--- config.mk ---
export PLATFORM = sky130hd
export DESIGN_NAME = sadc_frame_top
export DESIGN_NICKNAME = d
export VERILOG_FILES = /design/src/rtl/sadc_pkg.sv /design/src/rtl/sadc_sync.sv /design/src/rtl/sadc_frame_ctrl.sv /design/src/rtl/sadc_result_bank.sv /design/src/rtl/sadc_gap_timer.sv /design/src/rtl/sadc_frame_top.sv
export SDC_FILE = /design/constraint.sdc
export NUM_CORES = 1
export LEC_CHECK = 0
export BUFFER_PORTS_ARGS = -buffer_cell sky130_fd_sc_hd__clkbuf_2
export CORE_MARGIN = 2
export CORE_UTILIZATION = 45
export DETAILED_ROUTE_END_ITERATION = 7
export GPL_TIMING_DRIVEN = 0
export PLACE_DENSITY_LB_ADDON = 0.08
export SETUP_SLACK_MARGIN = 0.05
export SLEW_MARGIN = 40
export SYNTH_ARGS = -nofsm -noshare
export SYNTH_HDL_FRONTEND = slang
export SYNTH_SLANG_ARGS = --single-unit
export TNS_END_PERCENT = 20
--- constraint.sdc ---
create_clock -name clk -period 4.4 [get_ports clk]
set_clock_uncertainty 0.05 [all_clocks]
set_input_delay 0.88 -clock clk [delete_from_list [all_inputs] [get_ports clk]]
set_output_delay 0.88 -clock clk [all_outputs]
set_load 0.005 [all_outputs]
--- src/rtl/sadc_pkg.sv ---
// Shared constants and types for the simultaneous-sampling frame interface.
// Assumes a fixed slot width of 16 with a 14-bit result left-aligned.
package sadc_pkg;
    localparam int NUM_CH     = 6;
    localparam int RES_W      = 14;
    localparam int SLOT_W     = 16;
    localparam int FRAME_BITS = NUM_CH * SLOT_W;
    localparam int CNT_W      = $clog2(FRAME_BITS);
    localparam int SEL_W      = $clog2(NUM_CH + 1);

    typedef logic [RES_W-1:0] res_t;
endpackage

--- src/rtl/sadc_sync.sv ---
// Two-flop synchronizer for W independent asynchronous single-bit inputs.
// Assumes each bit is a level that stays put for several system clocks.
module sadc_sync #(
    parameter int W = 2
) (
    input  logic         clk,
    input  logic         rst_n,
    input  logic [W-1:0] async_i,
    output logic [W-1:0] sync_o
);
    logic [W-1:0] meta_q;

    // Two-stage capture into the system clock domain.
    always_ff @(posedge clk) begin
        if (!rst_n) begin
            meta_q <= '0;
            sync_o <= '0;
        end else begin
            meta_q <= async_i;
            sync_o <= meta_q;
        end
    end
endmodule

--- src/rtl/sadc_frame_ctrl.sv ---
// Frame sequencer: accepts a conversion edge when idle, counts serial-clock
// rising edges, and closes the frame at the last bit of the frame.
// Assumes edge strobes are one system clock wide.
module sadc_frame_ctrl
    import sadc_pkg::*;
#(
    parameter int NBITS = FRAME_BITS,
    localparam int CW   = $clog2(NBITS)
) (
    input  logic          clk,
    input  logic          rst_n,
    input  logic          conv_rise_i,
    input  logic          sck_rise_i,
    output logic          busy_o,
    output logic          accept_o,
    output logic          done_o,
    output logic [CW-1:0] bit_cnt_o
);
    localparam logic [CW-1:0] LAST = CW'(NBITS - 1);

    assign accept_o = conv_rise_i && !busy_o;
    assign done_o   = busy_o && sck_rise_i && (bit_cnt_o == LAST);

    // Busy flag and bit counter for the active frame.
    always_ff @(posedge clk) begin
        if (!rst_n) begin
            busy_o    <= 1'b0;
            bit_cnt_o <= '0;
        end else if (accept_o) begin
            busy_o    <= 1'b1;
            bit_cnt_o <= '0;
        end else if (done_o) begin
            busy_o    <= 1'b0;
            bit_cnt_o <= '0;
        end else if (busy_o && sck_rise_i) begin
            bit_cnt_o <= bit_cnt_o + 1'b1;
        end
    end

    AST_BUSY_LOCKOUT: assert property (@(posedge clk) disable iff (!rst_n)
        (busy_o && !done_o) |=> busy_o);
    AST_CNT_IN_RANGE: assert property (@(posedge clk) disable iff (!rst_n)
        bit_cnt_o <= LAST);
    AST_IDLE_CNT_ZERO: assert property (@(posedge clk) disable iff (!rst_n)
        !busy_o |-> (bit_cnt_o == '0));
    AST_DONE_DROPS_BUSY: assert property (@(posedge clk) disable iff (!rst_n)
        done_o |=> !busy_o);
endmodule

--- src/rtl/sadc_result_bank.sv ---
// Per-channel capture and result registers. Selected channels are captured
// into a pending stage at accept, and the pending stage moves to the readable
// results at frame close. Assumes accept and commit never coincide.
module sadc_result_bank
    import sadc_pkg::*;
#(
    parameter int NCH = NUM_CH,
    parameter int RW  = RES_W
) (
    input  logic                   clk,
    input  logic                   rst_n,
    input  logic                   accept_i,
    input  logic                   commit_i,
    input  logic [NCH-1:0]         sel_i,
    input  logic [NCH*RW-1:0]      sample_i,
    output logic [NCH-1:0][RW-1:0] res_o
);
    logic [NCH-1:0][RW-1:0] pend_q;

    for (genvar c = 0; c < NCH; c++) begin : g_ch
        // Capture this channel's sample when selected at accept.
        always_ff @(posedge clk) begin
            if (!rst_n)
                pend_q[c] <= '0;
            else if (accept_i && sel_i[c])
                pend_q[c] <= sample_i[c*RW +: RW];
        end

        // Publish the pending word at frame close.
        always_ff @(posedge clk) begin
            if (!rst_n)
                res_o[c] <= '0;
            else if (commit_i)
                res_o[c] <= pend_q[c];
        end
    end

    AST_RES_FROZEN: assert property (@(posedge clk) disable iff (!rst_n)
        !commit_i |=> $stable(res_o));
    AST_PEND_HOLD: assert property (@(posedge clk) disable iff (!rst_n)
        !accept_i |=> $stable(pend_q));
endmodule

--- src/rtl/sadc_gap_timer.sv ---
// Watchdog on serial-clock activity. It counts system clocks since the
// accept or the last serial-clock rise while a frame is open, and sets a
// sticky flag at the limit. Assumes TIMEOUT_CYC >= 1.
module sadc_gap_timer #(
    parameter int TIMEOUT_CYC = 1000,
    localparam int GW         = $clog2(TIMEOUT_CYC + 1)
) (
    input  logic clk,
    input  logic rst_n,
    input  logic busy_i,
    input  logic accept_i,
    input  logic sck_rise_i,
    output logic tviol_o
);
    localparam logic [GW-1:0] LIMIT = GW'(TIMEOUT_CYC);
    logic [GW-1:0] gap_q;

    // Gap counter, restarted by accept and by each serial-clock rise.
    always_ff @(posedge clk) begin
        if (!rst_n)
            gap_q <= '0;
        else if (accept_i || sck_rise_i)
            gap_q <= '0;
        else if (busy_i && gap_q != LIMIT)
            gap_q <= gap_q + 1'b1;
    end

    // Sticky violation flag, cleared by the next accepted conversion.
    always_ff @(posedge clk) begin
        if (!rst_n)
            tviol_o <= 1'b0;
        else if (accept_i)
            tviol_o <= 1'b0;
        else if (busy_i && !sck_rise_i && gap_q == LIMIT)
            tviol_o <= 1'b1;
    end

    AST_FLAG_CLEARS: assert property (@(posedge clk) disable iff (!rst_n)
        accept_i |=> !tviol_o);
    AST_FLAG_STICKY: assert property (@(posedge clk) disable iff (!rst_n)
        (tviol_o && !accept_i) |=> tviol_o);
    AST_GAP_BOUND: assert property (@(posedge clk) disable iff (!rst_n)
        gap_q <= LIMIT);
endmodule

--- src/rtl/sadc_frame_top.sv ---
// Top of the frame interface: synchronizes the pins, detects edges, decodes
// the channel count, drives the serial bit stream from the result registers
// and hosts the timing watchdog.
// Assumes chan_cnt_i and sample_i are stable around the conversion edge.
module sadc_frame_top
    import sadc_pkg::*;
#(
    parameter int TIMEOUT_CYC = 1000
) (
    input  logic                    clk,
    input  logic                    rst_n,
    input  logic                    conv_i,
    input  logic                    sck_i,
    input  logic [SEL_W-1:0]        chan_cnt_i,
    input  logic [NUM_CH*RES_W-1:0] sample_i,
    output logic                    sdo_o,
    output logic                    busy_o,
    output logic                    tviol_o
);
    logic [1:0] sync_w;
    logic       conv_d, sck_d;
    logic       conv_rise, sck_rise, sck_fall;
    logic       accept, done;
    logic [CNT_W-1:0] bit_cnt;
    logic [NUM_CH-1:0] sel;
    logic [NUM_CH-1:0][RES_W-1:0] res;
    logic       next_bit;

    sadc_sync #(.W(2)) u_sync (
        .clk     (clk),
        .rst_n   (rst_n),
        .async_i ({sck_i, conv_i}),
        .sync_o  (sync_w)
    );

    // Previous synchronized levels for edge detection.
    always_ff @(posedge clk) begin
        if (!rst_n) begin
            conv_d <= 1'b0;
            sck_d  <= 1'b0;
        end else begin
            conv_d <= sync_w[0];
            sck_d  <= sync_w[1];
        end
    end

    assign conv_rise = sync_w[0] && !conv_d;
    assign sck_rise  = sync_w[1] && !sck_d;
    assign sck_fall  = !sync_w[1] && sck_d;

    // Channel-select mask from the requested count; 0 and above NUM_CH mean all.
    for (genvar c = 0; c < NUM_CH; c++) begin : g_sel
        assign sel[c] = (chan_cnt_i == '0) || (chan_cnt_i > SEL_W'(NUM_CH)) ||
                        (SEL_W'(c) < chan_cnt_i);
    end

    sadc_frame_ctrl u_ctrl (
        .clk         (clk),
        .rst_n       (rst_n),
        .conv_rise_i (conv_rise),
        .sck_rise_i  (sck_rise),
        .busy_o      (busy_o),
        .accept_o    (accept),
        .done_o      (done),
        .bit_cnt_o   (bit_cnt)
    );

    sadc_result_bank u_bank (
        .clk      (clk),
        .rst_n    (rst_n),
        .accept_i (accept),
        .commit_i (done),
        .sel_i    (sel),
        .sample_i (sample_i),
        .res_o    (res)
    );

    sadc_gap_timer #(.TIMEOUT_CYC(TIMEOUT_CYC)) u_timer (
        .clk        (clk),
        .rst_n      (rst_n),
        .busy_i     (busy_o),
        .accept_i   (accept),
        .sck_rise_i (sck_rise),
        .tviol_o    (tviol_o)
    );

    // Pick the frame bit at the current count: slot word MSB first, then zero pad.
    always_comb begin
        res_t word;
        int   slot;
        int   pos;
        word     = '0;
        next_bit = 1'b0;
        slot     = int'(bit_cnt) / SLOT_W;
        pos      = int'(bit_cnt) % SLOT_W;
        for (int c = 0; c < NUM_CH; c++)
            if (slot == c) word = res[c];
        for (int p = 0; p < RES_W; p++)
            if (pos == p) next_bit = word[RES_W-1-p];
    end

    // Output bit register: load at accept, advance on falling edges, clear at close.
    always_ff @(posedge clk) begin
        if (!rst_n)
            sdo_o <= 1'b0;
        else if (accept)
            sdo_o <= next_bit;
        else if (done)
            sdo_o <= 1'b0;
        else if (busy_o && sck_fall)
            sdo_o <= next_bit;
    end

    AST_SDO_QUIET_IDLE: assert property (@(posedge clk) disable iff (!rst_n)
        (!busy_o && !accept) |=> !sdo_o);
    AST_SDO_HOLD_ON_RISE: assert property (@(posedge clk) disable iff (!rst_n)
        (busy_o && !sck_fall && !done) |=> $stable(sdo_o));
endmodule

==> summary.txt <==
Clocking
  – Clock transition at path regs: roughly 0.070 ns
  – Cts hold-fix bufs: 0
  – CTS sink cnt: around 190
  – CTS resizes: 0
  – Root buffer cell: clkbuf_16
  – Post-CTS setup buffer count: 0
  – CTS Buf Count: 17
  – H-tree depth: 4
  – CTS Buffer Depth: 2
  – Worst-Skew Late Latency: about 0.44 ns
  – CTS tree: yes

Worst setup path
  – Critical Path RT: around 4.7 ns
  – Worst Path Max Fanout: 10
  – R2R cell count: 8
  – Setup crit end: u_bank.res_o[29]
  – FF-to-FF setup slack: approximately 2 ns
  – CP Launch Type: flip-flop
  – RR Endpoint: u_bank.res_o[29]
  – Crit path from: u_ctrl.bit_cnt_o[0]
  – R2r startpoint: u_ctrl.bit_cnt_o[0]
  – WS Path Type: flip-flop to flip-flop
  – Crit end category: flip-flop
  – Crit path DAT: ~2.8 ns

Drt
  – Vias per cell: slightly above 5
  – DR DRC count: 0
  – Drt total wl: approximately 22 mm
  – Initial DRT Pass Iterations: 7
  – Via count: about 6600
  – Drt initial violations: 315
  – Post-DRT Antenna Nets: 0
  – Avg WL per Cell: 17.0 um

Floorplan
  – # rows: just under 50
  – IO Count: 94
  – Die height: about 140 um
  – Starting Density: between 40% and 50%
  – Die width: around 140 um
  – Die area: about 20000 um^2
  – CORE AREA: 18100 um^2

Min path
  – Hold crit path type: flip-flop to flip-flop

Finish
  – Fill cell count: ~1800
  – Share of layout cells above drive strength 1: roughly 17%
  – Most frequent cells in the layout: 268 x nand2_1, 194 x dfxtp_1, 109 x a21boi_0, 91 x clkbuf_2, 53 x mux2i_1
  – Area grow syn2layout: 16.0%
  – Most common cell after layout, fill and taps aside: nand2_1
  – Fin nets: approximately 1100
  – Sequential Area: 3880 um^2
  – Diodes inserted: 0
  – Multi-input gate area: around 4000 um^2
  – Non-Filler Instances: 1294

STA
  – Max Slew Vio Count: 0
  – Setup TNS: 0 ns
  – Worst-Margin Slew: ~0.73 ns
  – Final Hold Viols: 0
  – Headroom to the max-slew limit: about half
  – Max Freq: roughly 410 MHz
  – Min Tclk post-route: ~2.4 ns
  – Final setup violation count: 0
  – WHS: about 0.38 ns
  – RSZ-0062 raised after global routing: false
  – Period utilization: 55.6%

Synthesis
  – Synthesis-stage register bit count: 194
  – Area of the mapped netlist: about 8400 um^2
  – Post-synthesis cell type count: 64
  – Yosys Warn Count: 0
  – Post-synth ARST share: 0%
  – Sequential area share after synthesis: between 40% and 50%
  – Post-Syn Area per Cell: 8.90 um^2
  – Top FF cell, synth: dfxtp_1
  – Synth Instances: roughly 940
  – Syn_nets: about 1000
  – Post-synth EDFFs: 0

Power
  – Sequential Power Share: between 50% and 60%
  – P per Cell Area: between 300 and 400 nW/um^2
  – Combinational Power Share: under 10%
  – Clock power share: around 45%
  – Power Internal: 2.74 mW
  – Switching pwr: 0.798 mW
  – Sw frac: between 20 and 25%
  – Peak VDD IR: 0.000262 V
  – Lkg Pwr: roughly 3.5 nW

Place
  – Dpl cells: 1262
  – IO buf count: between 90 and 100
  – RD Place Congestion: between 0.9 and 1
  – Hpwl dp: approximately 16 mm

Job
  – Maximum Capacitance Violations: 0

Global routing
  – Global route overflow: 0
  – Total Routing Usage GR: around 23%
  – Vias in the first global route: about 6400
  – Initial antenna violation count: 0
  – Largest net degree at the start of global routing: 18
  – First-pass GRT wire length: 35.3 mm

Status
  – Status: finished clean
==> per-layer routing <==
metal	up-vias	track usage, %	share of wire, %
li1	3373	-	-
met1	3075	33.4	50
met2	163	34.7	42
met3	34	5.03	5.4
met4	0	7.21	2.3
met5	-	0	0
==> worst min-delay path by stage <==
stage | from | end | slack, ns | cells past startpoint
after floorplan | u_sync.meta_q[0] | u_sync.sync_o[0] | 0.36 | 1
after global placement | u_sync.meta_q[1] | u_sync.sync_o[1] | 0.37 | 1
after detailed placement | u_sync.meta_q[1] | u_sync.sync_o[1] | 0.37 | 1
after CTS | u_sync.meta_q[0] | u_sync.sync_o[0] | 0.39 | 1
after global routing | u_sync.meta_q[0] | u_sync.sync_o[0] | 0.40 | 1
final | u_sync.meta_q[0] | u_sync.sync_o[0] | 0.38 | 1
==> state kept, by name (all words and copies together), names as in the netlist <==
register / count
conv_d: 1
sck_d: 1
sdo_o: 1
u_bank.pend_q: 84
u_bank.res_o: 84
u_ctrl.bit_cnt_o: 7
u_ctrl.busy_o: 1
u_sync.meta_q: 2
u_sync.sync_o: 2
u_timer.gap_q: 10
u_timer.tviol_o: 1
==> cell usage after synthesis, drive strengths merged, types with 2 or more instances <==
cell	count	share of area, %
nor2	38	1.7
a221o	3	0.36
nor3	3	0.18
o21ai	15	0.94
nand4	6	0.52
a21oi	10	0.64
xnor2	10	1.0
buf	33	3.0
nand3b	2	0.18
and2	6	0.45
nand3	12	0.87
clkbuf	33	1.5
a31oi	4	0.37
o21bai	2	0.18
nand2	269	12
inv	8	0.36
nor3b	2	0.31
a21boi	126	11
clkinv	2	0.090
ha	6	0.90
o221ai	3	0.31
o31ai	2	0.18
nor2b	48	3.6
o22ai	4	0.37
and4	2	0.21
o2111ai	5	0.52
dfxtp	194	46
o32ai	2	0.21
mux4	5	1.3
mux2i	53	6.3
mux2	7	0.94
xor2	7	0.73
nand2b	4	0.30
==> cell type report <==
cell class                      instances  area share [%]
Clock inverter                         13            1.49
Inverter                               10           0.386
Buffer                                 66            3.82
Sequential cell                       194            39.9
Tap cell                              229            2.95
Clock buffer                           19            4.66
Multi-Input combinational cell        672            42.1
Timing Repair Buffer                   91            4.68
==> per-stage QoR <==
step,setup WS (ns),area (um^2),utilization [%],power (mW)
global route,1.67,9720,53.8,3.66
detailed placement,1.76,9130,50.5,2.00
CTS,1.94,9720,53.8,3.57
global placement,1.43,9120,50.4,2.00
finish,1.95,9720,53.8,3.54
floorplan,2.20,8380,-,1.93
==> cells by family (layout without fill, tap and decap cells) <==
| family | count (synthesis) | after routing | share of synthesized area [%] |
|---|---|---|---|
| DFF | 194 | 194 | 46.3 |
| AOI/OAI and AO/OA | 186 | 186 | 16.4 |
| xor gates and xnor gates | 17 | 17 | 1.78 |
| buffers and inverters | 76 | 199 | 4.88 |
| adders and majority gates | 6 | 6 | 0.896 |
| muxes | 65 | 65 | 8.62 |
| and+or+nand+nor | 398 | 398 | 21.0 |
==> critical path, cell delays in order, from the launching register on <==
cell	delay (ns)
dfxtp_1	0.44
ha_1	0.18
clkbuf_1	0.35
nand4_2	0.22
nor2_1	0.26
buf_2	0.35
buf_2	0.29
nand2_1	0.07
a21boi_0	0.16
==> power by group through the flow <==
stage | registers [mW] | clock network, mW | logic, mW
2_1_floorplan | 1.83 | 0 | 0.0980
3_3_place_gp | 1.83 | 0 | 0.169
3_5_place_dp | 1.83 | 0 | 0.170
4_1_cts | 1.79 | 1.61 | 0.171
5_1_grt | 1.80 | 1.68 | 0.189
6_report | 1.79 | 1.58 | 0.168
Power figures use the tool's default switching activity.
